<file path="src/rtl/ucode_alu_pkg.sv">
package ucode_alu_pkg;
  typedef enum logic [3:0] {
    OP_ADD  = 4'd0,
    OP_ADDC = 4'd1,
    OP_SUB  = 4'd2,
    OP_SUBC = 4'd3,
    OP_SRA  = 4'd4,
    OP_SRL  = 4'd5,
    OP_SLL  = 4'd6,
    OP_ROL  = 4'd7,
    OP_ROR  = 4'd8,
    OP_OR   = 4'd9,
    OP_AND  = 4'd10,
    OP_XOR  = 4'd11,
    OP_CLR  = 4'd12,
    OP_RS13 = 4'd13,
    OP_RS14 = 4'd14,
    OP_RS15 = 4'd15
  } op_e;
endpackage

</file>
<file path="src/rtl/ucode_alu_addsub.sv">
module ucode_alu_addsub #(
  parameter int W = 16
) (
  input  logic [W-1:0] x,
  input  logic [W-1:0] y,
  input  logic         neg_y,
  input  logic         cin,
  output logic [W-1:0] sum,
  output logic         cout
);
  logic [W-1:0] y_eff;
  logic [W:0]   wide;

  // subtraction reuses the adder: a + ~b + cin
  assign y_eff = neg_y ? ~y : y;
  assign wide  = {1'b0, x} + {1'b0, y_eff} + {{W{1'b0}}, cin};
  assign sum   = wide[W-1:0];
  assign cout  = wide[W];
endmodule

</file>
<file path="src/rtl/ucode_alu_shift.sv">
module ucode_alu_shift
  import ucode_alu_pkg::*;
#(
  parameter int W   = 16,
  parameter int SHW = $clog2(W)
) (
  input  op_e            op,
  input  logic [W-1:0]   x,
  input  logic [SHW-1:0] amt,
  output logic [W-1:0]   res
);
  logic [2*W-1:0] dbl;
  logic [2*W-1:0] dbl_l;
  logic [2*W-1:0] dbl_r;
  logic [W-1:0]   sra_v;

  assign dbl   = {x, x};
  assign dbl_l = dbl << amt;
  assign dbl_r = dbl >> amt;
  assign sra_v = $unsigned($signed(x) >>> amt);

  always_comb begin
    unique case (op)
      OP_SRA:  res = sra_v;
      OP_SRL:  res = x >> amt;
      OP_SLL:  res = x << amt;
      OP_ROL:  res = dbl_l[2*W-1:W];
      OP_ROR:  res = dbl_r[W-1:0];
      default: res = '0;
    endcase
  end
endmodule

</file>
<file path="src/rtl/ucode_alu_logic.sv">
module ucode_alu_logic
  import ucode_alu_pkg::*;
#(
  parameter int W = 16
) (
  input  op_e          op,
  input  logic [W-1:0] x,
  input  logic [W-1:0] y,
  output logic [W-1:0] res
);
  always_comb begin
    unique case (op)
      OP_OR:   res = x | y;
      OP_AND:  res = x & y;
      OP_XOR:  res = x ^ y;
      OP_CLR:  res = x & ~y;
      default: res = '0;
    endcase
  end
endmodule

</file>
<file path="src/rtl/ucode_alu.sv">
module ucode_alu
  import ucode_alu_pkg::*;
#(
  parameter int W = 16
) (
  input  logic         clk,
  input  logic         rst,
  input  logic         in_valid,
  output logic         in_ready,
  input  logic [3:0]   alu_op,
  input  logic         upd_carry,
  input  logic [W-1:0] opnd_a,
  input  logic [W-1:0] opnd_b,
  output logic         out_valid,
  input  logic         out_ready,
  output logic [W-1:0] result,
  output logic         carry_flag
);
  localparam int SHW = $clog2(W);

  op_e          op_c;
  logic         xfer;
  logic         is_arith;
  logic         is_sub;
  logic         use_cin;
  logic         as_cin;
  logic         as_cout;
  logic [W-1:0] as_res;
  logic [W-1:0] sh_res;
  logic [W-1:0] lg_res;
  logic         carry_q;

  assign op_c      = op_e'(alu_op);
  assign in_ready  = out_ready;
  assign out_valid = in_valid;
  assign xfer      = in_valid & out_ready;

  assign is_arith = (op_c == OP_ADD) || (op_c == OP_ADDC) ||
                    (op_c == OP_SUB) || (op_c == OP_SUBC);
  assign is_sub   = (op_c == OP_SUB) || (op_c == OP_SUBC);
  assign use_cin  = (op_c == OP_ADDC) || (op_c == OP_SUBC);
  // plain add: cin 0; plain sub: cin 1; carry-in forms: stored flag
  assign as_cin   = use_cin ? carry_q : is_sub;

  ucode_alu_addsub #(.W(W)) u_addsub (
    .x    (opnd_a),
    .y    (opnd_b),
    .neg_y(is_sub),
    .cin  (as_cin),
    .sum  (as_res),
    .cout (as_cout)
  );

  ucode_alu_shift #(.W(W), .SHW(SHW)) u_shift (
    .op (op_c),
    .x  (opnd_a),
    .amt(opnd_b[SHW-1:0]),
    .res(sh_res)
  );

  ucode_alu_logic #(.W(W)) u_logic (
    .op (op_c),
    .x  (opnd_a),
    .y  (opnd_b),
    .res(lg_res)
  );

  always_comb begin
    unique case (op_c)
      OP_ADD, OP_ADDC, OP_SUB, OP_SUBC:        result = as_res;
      OP_SRA, OP_SRL, OP_SLL, OP_ROL, OP_ROR:  result = sh_res;
      OP_OR, OP_AND, OP_XOR, OP_CLR:           result = lg_res;
      default:                                 result = '0;
    endcase
  end

  always_ff @(posedge clk) begin
    if (rst)
      carry_q <= 1'b0;
    else if (xfer && upd_carry && is_arith)
      carry_q <= as_cout;
  end

  assign carry_flag = carry_q;
endmodule

</file>
<file path="config.mk">
export PLATFORM = sky130hd
export DESIGN_NAME = ucode_alu
export DESIGN_NICKNAME = d
export VERILOG_FILES = /design/src/rtl/ucode_alu_pkg.sv /design/src/rtl/ucode_alu_addsub.sv /design/src/rtl/ucode_alu_shift.sv /design/src/rtl/ucode_alu_logic.sv /design/src/rtl/ucode_alu.sv
export SDC_FILE = /design/constraint.sdc
export NUM_CORES = 1
export LEC_CHECK = 0
export ABC_AREA = 1
export ABC_CLOCK_PERIOD_IN_PS = 3850
export BUFFER_PORTS_ARGS = -buffer_cell sky130_fd_sc_hd__buf_2
export CAP_MARGIN = 20
export CORE_MARGIN = 2
export CORE_UTILIZATION = 55
export DETAILED_ROUTE_END_ITERATION = 7
export HOLD_SLACK_MARGIN = 0.15
export PLACE_DENSITY = 0.77
export SLEW_MARGIN = 15
export SYNTH_ARGS = -nofsm -noshare
export SYNTH_HDL_FRONTEND = slang
export SYNTH_SLANG_ARGS = --single-unit
</file>
<file path="constraint.sdc">
create_clock -name clk -period 3.85 [get_ports clk]
set_input_delay 0.385 -clock clk [delete_from_list [all_inputs] [get_ports clk]]
set_output_delay 0.385 -clock clk [all_outputs]
set_load 0.005 [all_outputs]
</file>
Word-level counts from Yosys, hierarchy flattened
Index checks and enable logic that the tools add are counted.
{"block": "word_totals", "register_bits": 1, "mem_count": 0, "latchBits": 0, "mem_bits_ro": 0, "ram_bits": 0, "word_cells": 42, "output_inout_bits": 19, "inputBits": 41}
{"block": "op_classes", "muxes": 5, "n_shift": 5, "multipliers": 0, "order_cmp": 0, "add_sub_neg": 2, "eq_ne": 12, "n_div": 0, "n_reduce_logical": 11, "n_bitwise": 6}
{"op": "case mux 16 bit (5 select lines)", "n": 1}
{"op": "case mux 16 bit (4 select lines)", "n": 1}
{"op": "case mux 16 bit (3 select lines)", "n": 1}
{"op": "AND 16 bit", "n": 2}
{"op": "<< shifter 32 x 4 -> 32 bit", "n": 1}
{"op": "right shift 32 x 4 -> 16 bit", "n": 1}
{"op": "equality test 4 bit, second input constant", "n": 5}
{"op": "adder 16 x 16 -> 17 bit", "n": 1}
{"op": "adder 17 x 1 -> 17 bit", "n": 1}
{"op": "equality test 4 x 3 -> 1 bit, second input constant", "n": 4}
{"op": "2-to-1 mux 16 bit", "n": 1}
{"op": "inverter 16 bit", "n": 1}
{"op": "OR 16 bit", "n": 1}
{"op": "<< shifter 16 x 4 -> 16 bit", "n": 1}
{"op": "right shift 16 x 4 -> 16 bit", "n": 1}
{"op": ">>> shifter 16 x 4 -> 16 bit", "n": 1}
{"op": "bitwise XOR 16 bit", "n": 1}
{"op": "equality test 4 x 2 -> 1 bit, second input constant", "n": 2}
{"op": "OR reduction 4 bit", "n": 2}
{"op": "logical OR 1 bit", "n": 5}
{"op": "OR reduction 5 bit", "n": 1}
{"op": "equality test 4 x 1 -> 1 bit, second input constant", "n": 1}
{"op": "zero test 4 bit", "n": 1}
{"op": "logical AND 1 bit", "n": 2}
{"op": "other kinds (2)", "n": 2}

Depth between registers and ports, before layout
{"block": "logic_depth", "ltp_word": 6, "mapped_depth": 17}

Hierarchy
From an unflattened synthesis, not the netlist that was laid out.
{"block": "hier_totals", "hier_cells": 1006, "area_unflattened_um2": 5136.2}
{"module": "ucode_alu_shift", "cells_per_inst": 466, "area_per_inst_um2": 2252.2, "seq_area_each_um2": 0.0, "instances": 1}
{"module": "ucode_alu_logic", "cells_per_inst": 234, "area_per_inst_um2": 1229.9, "seq_area_each_um2": 0.0, "instances": 1}
{"module": "ucode_alu_addsub", "cells_per_inst": 209, "area_per_inst_um2": 1143.6, "seq_area_each_um2": 0.0, "instances": 1}
{"module": "ucode_alu", "cells_per_inst": 97, "area_per_inst_um2": 510.5, "seq_area_each_um2": 20.0, "instances": 1}

Worst setup path before layout
Ideal clock, no wire load.
{"block": "synth_timing", "path_kind": "in2out", "start": "input port alu_op[2]", "end": "output port result[8]", "required_time_ns": 3.465, "slack_ns": 0.838, "arrival_ns": 2.627, "n_path_buf": 0, "stages": 11, "cell_sequence": "nor2_1 nand2_2 xor2_1 fa_1 fa_1 nand3_1 nand2_1 a21o_1 or2_2 nand3_1 nand3_1"}
{"block": "synth_via", "elab_chain_len": 6, "elab_cells_between_ends": 25, "cone_classes": "2 x add/sub; 12 x eq/ne; 5 x mux; 6 x reduce/logical"}
{"element": "from (decl)", "line": "ucode_alu.sv:10", "text": "input logic [3:0] alu_op,"}
{"element": "equality test 4 x 2 -> 1 bit (on tied branches)", "line": "ucode_alu.sv:40, ucode_alu.sv:69, ucode_alu.sv:41"}
{"element": "logical OR 1 bit", "line": "ucode_alu.sv:40", "text": "assign is_sub = (op_c == OP_SUB) || (op_c == OP_SUBC);"}
{"element": "2-to-1 mux 16 bit", "line": "ucode_alu_addsub.sv:15", "text": "assign y_eff = neg_y ? ~y : y;"}
{"element": "adder 16 x 16 -> 17 bit", "line": "ucode_alu_addsub.sv:16", "text": "assign wide = {1'b0, x} + {1'b0, y_eff} + {{W{1'b0}}, cin};"}
{"element": "adder 17 x 1 -> 17 bit", "line": "ucode_alu_addsub.sv:16"}
{"element": "case mux 16 bit (3 select lines) (*)", "line": "ucode_alu.sv:69", "text": "unique case (op_c)"}
{"element": "to (decl)", "line": "ucode_alu.sv:16", "text": "output logic [W-1:0] result,"}
Mark *: on every way between the ends. The rest lies on a longest branch, timed or not.

Worst setup path in the final report
{"block": "layout_timing", "start": "input port alu_op[3]", "end": "output port result[4]"}
Same word-level chain as after synthesis.

==> results by group <==
Detailed routing
  • Post-detailed-route wirelength per cell: 18.4 um
  • Total number of vias: 5853
  • DR pass1 iterations: 6
  • Number of DRC markers in iteration 0: 1037
  • Final routed DRC violation total: 0
  • Via density per instance: 6.19
  • Detailed-route wire length: 17.4 mm
  • Number of routed nets with antenna violations: 0

Logic synthesis
  • Yosys warning total: 0
  • Asr flop ratio synth: 0%
  • Flop and latch count out of synthesis: 1
  • Post-synthesis instance area: 0.00409 sq mm
  • Share of the synthesized area in the top cell type: 27.8%
  • Mean instance size in the synthesized netlist: 5.03 sq um
  • Primary FF master, synth: sky130_fd_sc_hd__dfxtp_1
  • EDFF count, synth: 0
  • Largest area contributor in the synthesized netlist: sky130_fd_sc_hd__nand2_1
  • Sequential cell area fraction in the yosys report: 0.490%
  • Synthesized net count: 888
  • Gate Count Post-Synth: 813
  • Synth unique cells: 41
  • Top cells by area in the synthesized netlist: sky130_fd_sc_hd__nand2_1 (28%), sky130_fd_sc_hd__nand3_1 (19%), sky130_fd_sc_hd__ha_1 (9.8%)

Finish
  • Flip-flop count of the largest register after layout: 1
  • Final design utilization: 60.5%
  • Share of cells above drive strength 1: 12.5%
  • Flip-flop and latch area: 20.0 sq um
  • Area growth syn-to-layout: 6.70%
  • Combined area of the multi-input logic cells: 0.00357 sq mm
  • Nets: 923
  • Final design instance area without fill: 0.00436 sq mm
  • Number of filler instances in the final layout: 785
  • Final non-filler cell total: 945
  • Antenna diode count: 0

Worst setup path
  • Crit path kind: in2out
  • Chain of cells forming the critical path: buf_2 -> nor2_1 -> nand2_2 -> xor2_1 -> fa_1 -> fa_1 -> nand3_1 -> nand2_1 -> o21ai_0 -> a21oi_1 -> nor2_1 -> nand4_1 -> buf_2
  • CP Max Fanout: 7
  • Cell at the slowest stage of the critical path: sky130_fd_sc_hd__fa_1
  • Sort of element at the start of the critical path: input port
  • Type of destination of the critical path: primary output
  • Largest stage delay, worst path: 0.46 ns
  • Data required, critical path: 3.46 ns
  • Worst-case reg-to-reg path depth: 12
  • Arr. time, crit path: 3.12 ns

Global route
  • Number of global-route vias before repair: 5491
  • First-pass GRT wire length: 27.3 mm
  • Overall track demand over capacity in global routing: 41.4%
  • Pin count of the biggest net entering global routing: 42
  • Global route total overflow: 0
  • Number of antenna violations at the first check in global routing: 0

Placement
  • Half-perimeter wire length after detailed placement: 13.6 mm
  • Placed inst area: 0.00436 sq mm
  • Number of buffer cells added on primary ports: 59
  • Weighted congestion reported at the end of routability-driven placement: 1.11
  • Number of placed cells counting well taps: 945
  • Pre-CTS worst setup slack: 0.430 ns

Floorplanning
  • Core Box Area: 0.00721 sq mm
  • Die outline width: 90.2 um
  • Height of the die: 90.2 um
  • Io pins: 60
  • Die Area: 0.00814 sq mm
  • Floorplan row count: 31
  • Starting density of the core: 56.7%

Pwr
  • Total net switching power: 0.420 mW
  • Part of the power in the clock network: 0%
  • Worst VDD drop: 78.2 uV
  • Proportion of power drawn by combinational gates: 98.3%
  • Total Power Consumption: 0.631 mW
  • P per Cell Area: 145 mW/mm^2
  • Switching power share of the total: 66.6%
  • Static Leak: 2.46 nW
  • Relative contribution of sequential cells to total power: 1.7%
  • P_int: 0.211 mW

Clock tree
  • Hold-fix buffers at CTS: 0
  • Latest clock arrival within the worst-skew pair: 0 ns
  • Post-cts gate resize count: 0
  • Postcts setup bufs: 0
  • Clock-pin slew on the worst setup and hold paths: 0 ns

STA
  • Max-slew headroom: 62.1%
  • Unrepaired setup endpoints after global routing: false
  • Hold Violations, Final: 0
  • Final min period: 3.51 ns
  • Setup violation total in the final timing report: 0
  • Accumulated negative setup slack: 0 ns
  • Achievable frequency: 285 MHz
  • Worst-case clock skew: 0 ns
  • Worst Max-Slew Pin Slew: 0.567 ns
  • Final Max Tran Viols: 0
  • Worst setup margin: 0.344 ns
  • Fin Hold WS: 0.537 ns
  • Ratio of final minimum period to clock period: 91.1%

Job
  • Max-cap violations: 0

Run status
  • Run status: completed

Hold path
  • Hold crit path type: reg2reg
  • Number of cells on the worst hold path: 2
[critical path, delay by kind of cell]
family	cells	cell delay, ns
buf+inv	2	0.30
simple gates	6	1.15
xor+xnor	1	0.18
fa+ha+maj	2	0.88
compound gates	2	0.23
[power groups by stage]
stage / Clock [mW] / Combinational [mW] / Sequential, mW
final: 0 / 0.620 / 0.0110
after global routing: 0 / 0.678 / 0.0110
after floorplan: 0 / 0.405 / 0.0110
after detailed placement: 0 / 0.593 / 0.0110
after CTS: 0 / 0.596 / 0.0110
after global placement: 0 / 0.579 / 0.0110
[routing by layer]
| layer | track usage [%] | vias to the layer above | share of wire [%] |
|---|---|---|---|
| met1 | 48.9 | 2621 | 37 |
| met5 | 0 | - | 0 |
| met2 | 72.1 | 366 | 46 |
| met3 | 4.19 | 100 | 9.4 |
| met4 | 24.6 | 0 | 7.8 |
| li1 | - | 2766 | - |
[cells by family after synthesis]
family	synth area share, %
fa+ha+maj	10.8
flops	0.490
simple gates	59.5
compound gates	13.4
xor+xnor	3.64
buf+inv	12.2
[synthesized netlist by cell type (2+ instances only)]
| cell | count |
|---|---|
| sky130_fd_sc_hd__a21oi_1 | 27 |
| sky130_fd_sc_hd__a31oi_1 | 10 |
| sky130_fd_sc_hd__and3_1 | 2 |
| sky130_fd_sc_hd__and3b_1 | 2 |
| sky130_fd_sc_hd__buf_1 | 5 |
| sky130_fd_sc_hd__buf_2 | 14 |
| sky130_fd_sc_hd__buf_4 | 7 |
| sky130_fd_sc_hd__buf_6 | 4 |
| sky130_fd_sc_hd__clkbuf_1 | 3 |
| sky130_fd_sc_hd__fa_1 | 2 |
| sky130_fd_sc_hd__ha_1 | 32 |
| sky130_fd_sc_hd__inv_1 | 65 |
| sky130_fd_sc_hd__inv_2 | 13 |
| sky130_fd_sc_hd__nand2_1 | 303 |
| sky130_fd_sc_hd__nand2_2 | 9 |
| sky130_fd_sc_hd__nand3_1 | 152 |
| sky130_fd_sc_hd__nand3b_1 | 3 |
| sky130_fd_sc_hd__nand4_1 | 18 |
| sky130_fd_sc_hd__nor2_1 | 44 |
| sky130_fd_sc_hd__nor2_2 | 6 |
| sky130_fd_sc_hd__nor2_4 | 5 |
| sky130_fd_sc_hd__nor3_1 | 3 |
| sky130_fd_sc_hd__o211ai_1 | 6 |
| sky130_fd_sc_hd__o21ai_0 | 37 |
| sky130_fd_sc_hd__o21ai_1 | 8 |
| sky130_fd_sc_hd__o21bai_1 | 2 |
| sky130_fd_sc_hd__or2_2 | 2 |
| sky130_fd_sc_hd__xor2_1 | 16 |
[final cells by class]
| class | instances | area share [%] |
|---|---|---|
| multi-input combinational | 700 | 81.9 |
| timing repair buffer | 66 | 7.97 |
| inverter | 79 | 6.86 |
| tap | 99 | 2.84 |
| sequential | 1 | 0.459 |
[worst paths after layout]
| path | from | endpoint | slack, ns |
|---|---|---|---|
| worst max-delay path | alu_op[3] | result[4] | 0.34 |
| worst min-delay path | carry_flag | carry_flag | 0.54 |
| worst max register to register | carry_flag | carry_flag | 1.52 |
| worst min register to register | carry_flag | carry_flag | 0.54 |
[layout by cell type (no fill, tap or decap), types with 7 or more instances in the layout]
| cell | instances |
|---|---|
| sky130_fd_sc_hd__buf_4 | 7 |
| sky130_fd_sc_hd__ha_1 | 32 |
| sky130_fd_sc_hd__nor2_1 | 44 |
| sky130_fd_sc_hd__nand2_2 | 9 |
| sky130_fd_sc_hd__xor2_1 | 16 |
| sky130_fd_sc_hd__nand3_1 | 152 |
| sky130_fd_sc_hd__o21ai_0 | 37 |
| sky130_fd_sc_hd__inv_1 | 65 |
| sky130_fd_sc_hd__nand4_1 | 18 |
| sky130_fd_sc_hd__nand2_1 | 303 |
| sky130_fd_sc_hd__o21ai_1 | 8 |
| sky130_fd_sc_hd__buf_2 | 59 |
| sky130_fd_sc_hd__a21oi_1 | 27 |
| sky130_fd_sc_hd__inv_2 | 13 |
| sky130_fd_sc_hd__a31oi_1 | 10 |
No activity file was read; power rests on OpenSTA's default activity.
